<file path="src/rtl/rolling_row_seq_pkg.sv">
`timescale 1ns/1ps
package rolling_row_seq_pkg;
    typedef enum logic [1:0] {
        SEQ_IDLE   = 2'd0,
        SEQ_PRIME  = 2'd1,
        SEQ_STREAM = 2'd2
    } seq_state_t;
endpackage

</file>
<file path="src/rtl/rrs_row_timer.sv">
`timescale 1ns/1ps
module rrs_row_timer #(
    parameter int ROW_CLKS = 4
) (
    input  logic clk,
    input  logic rst_n,
    output logic row_tick
);
    localparam int CW = (ROW_CLKS > 1) ? $clog2(ROW_CLKS) : 1;

    generate
        if (ROW_CLKS == 1) begin : g_every
            assign row_tick = 1'b1;
        end else begin : g_count
            logic [CW-1:0] cnt_q;
            assign row_tick = (cnt_q == CW'(ROW_CLKS - 1));
            always_ff @(posedge clk or negedge rst_n) begin
                if (!rst_n)        cnt_q <= '0;
                else if (row_tick) cnt_q <= '0;
                else               cnt_q <= cnt_q + CW'(1);
            end
        end
    endgenerate
endmodule

</file>
<file path="src/rtl/rrs_integ_ctrl.sv">
`timescale 1ns/1ps
module rrs_integ_ctrl #(
    parameter int FL_W      = 12,
    parameter int INTEG_RST = 8
) (
    input  logic            clk,
    input  logic            rst_n,
    input  logic            cfg_wr,
    input  logic [FL_W-1:0] cfg_integ,
    input  logic [FL_W-1:0] frame_len,
    input  logic [FL_W-1:0] win_rows,
    input  logic            adopt,
    input  logic            first_adopt,
    output logic [FL_W-1:0] integ_act
);
    logic [FL_W-1:0] shadow_q;
    logic [FL_W-1:0] lo_fix;
    logic [FL_W-1:0] hi_lim;
    logic [FL_W-1:0] full_clamp;
    logic [FL_W:0]   rise_cap;
    logic [FL_W-1:0] chosen;

    always_comb begin
        lo_fix     = (shadow_q == '0) ? FL_W'(1) : shadow_q;
        hi_lim     = frame_len - FL_W'(1);
        full_clamp = (lo_fix > hi_lim) ? hi_lim : lo_fix;
        rise_cap   = {1'b0, integ_act} + {1'b0, frame_len} - {1'b0, win_rows};
        if (!first_adopt && ({1'b0, full_clamp} > rise_cap))
            chosen = rise_cap[FL_W-1:0];
        else
            chosen = full_clamp;
    end

    always_ff @(posedge clk or negedge rst_n) begin
        if (!rst_n) begin
            shadow_q  <= FL_W'(INTEG_RST);
            integ_act <= FL_W'(1);
        end else begin
            if (cfg_wr) shadow_q  <= cfg_integ;
            if (adopt)  integ_act <= chosen;
        end
    end
endmodule

</file>
<file path="src/rtl/rolling_row_seq.sv">
`timescale 1ns/1ps
module rolling_row_seq
    import rolling_row_seq_pkg::*;
#(
    parameter int ROW_W     = 11,
    parameter int ROW_CLKS  = 4,
    parameter int INTEG_RST = 8
) (
    input  logic             clk,
    input  logic             rst_n,
    input  logic [ROW_W-1:0] win_first,
    input  logic [ROW_W-1:0] win_last,
    input  logic [ROW_W:0]   frame_len,
    input  logic             cfg_wr,
    input  logic [ROW_W:0]   cfg_integ,
    output logic [ROW_W-1:0] rst_row,
    output logic             rst_vld,
    output logic [ROW_W-1:0] rd_row,
    output logic             rd_vld,
    output logic             frame_start
);
    localparam int FL_W = ROW_W + 1;

    seq_state_t      state_q, state_d;
    logic            row_tick;
    logic [FL_W-1:0] rd_slot_q;
    logic [FL_W-1:0] rst_idx_q;
    logic            rst_busy_q;
    logic [FL_W-1:0] win_rows;
    logic [FL_W-1:0] next_slot;
    logic [FL_W-1:0] integ_act;
    logic            slot_last;
    logic            adopt;
    logic            rst_start;

    rrs_row_timer #(.ROW_CLKS(ROW_CLKS)) timer_i (
        .clk      (clk),
        .rst_n    (rst_n),
        .row_tick (row_tick)
    );

    rrs_integ_ctrl #(.FL_W(FL_W), .INTEG_RST(INTEG_RST)) integ_i (
        .clk         (clk),
        .rst_n       (rst_n),
        .cfg_wr      (cfg_wr),
        .cfg_integ   (cfg_integ),
        .frame_len   (frame_len),
        .win_rows    (win_rows),
        .adopt       (adopt),
        .first_adopt (state_q == SEQ_IDLE),
        .integ_act   (integ_act)
    );

    always_comb begin
        win_rows  = {1'b0, win_last} - {1'b0, win_first} + FL_W'(1);
        slot_last = (rd_slot_q == frame_len - FL_W'(1));
        next_slot = slot_last ? '0 : rd_slot_q + FL_W'(1);
        adopt     = row_tick && ((state_q == SEQ_IDLE) || slot_last);
        rst_start = (state_q != SEQ_IDLE) && !slot_last &&
                    (next_slot == frame_len - integ_act);
    end

    // next-state logic
    always_comb begin
        state_d = state_q;
        unique case (state_q)
            SEQ_IDLE:   if (row_tick) state_d = SEQ_PRIME;
            SEQ_PRIME:  if (row_tick && slot_last) state_d = SEQ_STREAM;
            SEQ_STREAM: state_d = SEQ_STREAM;
            default:    state_d = SEQ_IDLE;
        endcase
    end

    // state register
    always_ff @(posedge clk or negedge rst_n) begin
        if (!rst_n) state_q <= SEQ_IDLE;
        else        state_q <= state_d;
    end

    // row pointers
    always_ff @(posedge clk or negedge rst_n) begin
        if (!rst_n) begin
            rd_slot_q  <= '0;
            rst_idx_q  <= '0;
            rst_busy_q <= 1'b0;
        end else if (row_tick) begin
            if (state_q == SEQ_IDLE) begin
                rd_slot_q  <= '0;
                rst_busy_q <= 1'b0;
            end else begin
                rd_slot_q <= next_slot;
                if (rst_start) begin
                    rst_busy_q <= 1'b1;
                    rst_idx_q  <= '0;
                end else if (rst_busy_q) begin
                    if (rst_idx_q == win_rows - FL_W'(1)) rst_busy_q <= 1'b0;
                    else                                    rst_idx_q  <= rst_idx_q + FL_W'(1);
                end
            end
        end
    end

    // outputs
    always_comb begin
        rd_vld      = (state_q == SEQ_STREAM) && (rd_slot_q < win_rows);
        rd_row      = win_first + rd_slot_q[ROW_W-1:0];
        rst_vld     = rst_busy_q;
        rst_row     = win_first + rst_idx_q[ROW_W-1:0];
        frame_start = (state_q == SEQ_STREAM) && (rd_slot_q == '0);
    end
endmodule

</file>
<file path="config.mk">
export PLATFORM = sky130hd
export DESIGN_NAME = rolling_row_seq
export DESIGN_NICKNAME = d
export VERILOG_FILES = /design/src/rtl/rolling_row_seq_pkg.sv /design/src/rtl/rrs_row_timer.sv /design/src/rtl/rrs_integ_ctrl.sv /design/src/rtl/rolling_row_seq.sv
export SDC_FILE = /design/constraint.sdc
export NUM_CORES = 1
export LEC_CHECK = 0
export BUFFER_PORTS_ARGS = -buffer_cell sky130_fd_sc_hd__buf_4
export CORE_ASPECT_RATIO = 1.25
export CORE_UTILIZATION = 60
export CTS_CLUSTER_DIAMETER = 80
export CTS_CLUSTER_SIZE = 16
export DETAILED_ROUTE_END_ITERATION = 10
export PLACE_DENSITY = 0.92
export SYNTH_ARGS = -nofsm -noshare
export SYNTH_HDL_FRONTEND = slang
export SYNTH_HIERARCHICAL = 1
export SYNTH_SLANG_ARGS = --single-unit
</file>
<file path="constraint.sdc">
create_clock -name clk -period 12 [get_ports clk]
set_input_delay 2.4 -clock clk [delete_from_list [all_inputs] [get_ports clk]]
set_output_delay 2.4 -clock clk [all_outputs]
set_load 0.05 [all_outputs]
</file>
==> results.md <==
- element type at the critical path end: flip-flop
- via count of the routed design: 7407
- startpoint-to-endpoint class of the critical path: input port to flip-flop
- WP data required: 12.24 ns
- most common cell after layout, fill and taps aside: inv_1
- reg-to-reg slack, setup: 7.29 ns
- Power Density: 210 nW/um^2
- synthesized netlist cell count: 988
- # DRC: 0
- row count: 46
- Fin Hold WS: 0.430 ns
- postcts setup bufs: 0
- DRT Pass-1 Iters: 5
- final hold violations: 0
- final setup violating endpoints: 0
- vertical extent of the die: 131 um
- sequential group share of total power: 13.8%
- sequential share of the synthesized area: 16.6%
- clock insertion delay at the later pin of the skew report: 0.31 ns
- final sum of negative setup slack: 0 ns
- first-pass GRT wire length: 35.4 mm
- number of port buffers: 73
- die area: 13800 um^2
- Worst Skew: 0.00810 ns
- half-perimeter wire length after placement: 16.9 mm
- Sinks on Clock Net: 53
- post-cts repair resize count: 0
- Final period util: 67.8%
- maximum clock frequency: 123 MHz
- Max transition margin: 45.9%
- post-synth design cell area: 8010 um^2
- Max-Cap Viols: 0
- unrepaired setup endpoints after global routing: no
- violation count after the first detailed-route iteration: 448
- post-placement worst setup slack: 3.58 ns
- layout overhead on the synthesized area: 9.41%
- overall fraction of global-route tracks in use: 32.0%
- routed wire length: 21.3 mm
- routed wirelength normalized by instance count: 17.8 um
- Switching Fraction: 51.2%
- CP arrival: 8.38 ns
- largest area contributor in the synthesized netlist: ha_1
- die extent in x: 105 um
- detail-routed via count per cell: 6.17
- clock edge transition at the registers on the reported setup and hold paths: 0.08 ns
- flop and latch count out of synthesis: 53
- total core area: 12800 um^2
- net count of the mapped netlist: 1163
- final critical-path required period: 8.14 ns
- proportion of layout cells with a drive suffix above 1: 11.9%
- Antenna Violating Nets Remaining: 0
- top area cells in the synthesized netlist: ha_1 17%, dfrtp_1 16%, xnor2_1 7.3%
- count of flip-flops with a built-in enable after synthesis: 0
- total number of yosys warnings: 6
- CTS tree: yes
- ANT cells: 0
- pin count of the biggest net entering global routing: 54
- worst-path maximum fanout: 11
- Syn Area/Cell: 8.10 um^2
- final estimated routing congestion in global placement: 0.934
- Slew @ Worst Pin: 0.811 ns
- path category of the worst min-delay check: flip-flop to flip-flop
- status: finished clean
- number of hold-repair buffers added at the cts stage: 0
- top-level port count: 74
- Synth async-reset ratio: 100%
- clock buffer depth: 2
- gr ovfl total: 0
- power share of the combinational group: 78.0%
- flip-flop cell with the highest count after synthesis: dfrtp_1
- leakage component of the power: 0.00431 uW
- highest-count cells in the layout ignoring fill and taps: 133 x inv_1, 110 x ha_1, 75 x buf_4, 67 x xnor2_1, 56 x o21ai_0
- Final Worst Setup Slack: 3.86 ns
- initial antenna violation count: 0
- vias in the first global route: 7593
- Pint: 896 uW
- Switching Power: 941 uW
- H-tree depth: 2
- max-slew violations: 0
- clock share of power: 8.2%
- Nets: 1206
- Initial Utilization: 62.4%
- area fraction of the dominant cell type after synthesis: 17.2%
- Startpoint Class: input port
- number of different library cells in the post-synthesis netlist: 83
- root buffer selected by CTS: clkbuf_16
- TritonCTS Buffers: 5
- Peak supply drop: 0.000188 V
## power groups by stage
stage / logic, uW / clock network, uW / registers [uW]
2_1_floorplan: 1110 / 0 / 238
3_3_place_gp: 1340 / 0 / 254
3_5_place_dp: 1390 / 0 / 256
4_1_cts: 1410 / 153 / 253
5_1_grt: 1600 / 162 / 259
6_report: 1430 / 151 / 254
## cells by family (layout without fill, tap and decap cells)
logic type	after synthesis	after routing	synth area share [%]
multiplexers	20	20	2.77
adder cells (fa/ha/maj)	126	126	21.2
buffers and inverters	173	217	8.41
AND/OR/NAND/NOR	270	270	18.1
flip-flops	53	53	16.6
AO/OA/AOI/OAI	241	241	20.4
XOR/XNOR	105	105	12.5
## state kept, by name, summed over array words and instances, names as in the netlist
name / cells
state_q: 2
rd_slot_q: 12
timer_i/g_count.cnt_q: 2
rst_idx_q: 12
rst_vld: 1
integ_i/integ_act: 12
integ_i/shadow_q: 12
## critical path: stages
cell and delay (ns):
buf_4 0.13, ha_1 0.29, inv_1 0.06, ha_1 0.21, inv_1 0.08, fa_1 0.40
nand2b_1 0.22, a211oi_2 0.33, o31ai_1 0.15, nand2_1 0.17, inv_1 0.08, fa_1 0.51
inv_1 0.04, ha_1 0.35, a21o_1 0.18, a21o_1 0.18, o41ai_1 0.35, xnor2_1 0.21
inv_1 0.09, ha_1 0.21, a2111oi_0 0.33, o21ai_0 0.13, o21ai_0 0.33, or3_1 0.41
mux2_2 0.38, a21oi_1 0.14
## area by class of cell
cell class	count	area, um^2
tap	168	210
clock buffer	5	125
clock inverter	3	25.0
timing repair buffer	75	563
multi-input combinational	762	6000
inverter	134	503
sequential	53	1330
fill	986	4080
## path summary, 6_finish.rpt
path,startpoint,endpoint,cells after the start
setup / recovery,win_first[1],integ_i/integ_act[0],26
min in group asynchronous,rst_n,rd_slot_q[11],1
setup reg to reg,integ_i/integ_act[1],integ_i/integ_act[0],17
hold / removal,timer_i/g_count.cnt_q[0],timer_i/g_count.cnt_q[0],1
max in group asynchronous,rst_n,rd_slot_q[6],1
hold reg to reg,timer_i/g_count.cnt_q[0],timer_i/g_count.cnt_q[0],1
## synth_stat cells (4+ instances only)
| master | instances |
|---|---|
| nor3b_1 | 4 |
| o21ai_1 | 6 |
| nand3b_1 | 5 |
| o211ai_1 | 5 |
| nand4_1 | 10 |
| clkbuf_1 | 33 |
| o2111ai_1 | 4 |
| a21o_1 | 23 |
| nor2b_1 | 6 |
| xnor3_1 | 5 |
| inv_1 | 133 |
| a31oi_1 | 14 |
| o31ai_1 | 9 |
| a21oi_1 | 52 |
| ha_1 | 110 |
| nor3_1 | 15 |
| xnor2_1 | 67 |
| a211oi_1 | 8 |
| o31a_1 | 4 |
| a211o_1 | 5 |
| fa_1 | 16 |
| nand2b_1 | 23 |
| mux2_2 | 7 |
| a21boi_0 | 6 |
| buf_2 | 4 |
| dfrtp_1 | 51 |
| or3_1 | 9 |
| xor2_1 | 31 |
| nor4_1 | 15 |
| and3_1 | 12 |
| nand2_1 | 53 |
| o21ai_0 | 57 |
| nand3_1 | 34 |
| mux2i_1 | 12 |
| nor2_1 | 53 |
| o21a_1 | 11 |
## per-stage QoR
| stage | util (%) | instances | instance area [um^2] | power (uW) |
|---|---|---|---|---|
| final | 68.2 | 1200 | 8760 | 1840 |
| after global routing | 68.2 | 1200 | 8760 | 2020 |
| after CTS | 68.2 | 1200 | 8760 | 1820 |
| after detailed placement | 67.1 | 1192 | 8610 | 1650 |
| after global placement | 67.1 | 1192 | 8610 | 1590 |
| after floorplan | - | 988 | 8010 | 1350 |
## per-layer routing
metal / share of wire [%] / global-route usage (%)
met1: 38 / 35.1
met2: 47 / 54.7
met3: 6.3 / 4.46
met4: 8.4 / 25.6
met5: 0 / 0
Power figures use the tool's default switching activity.
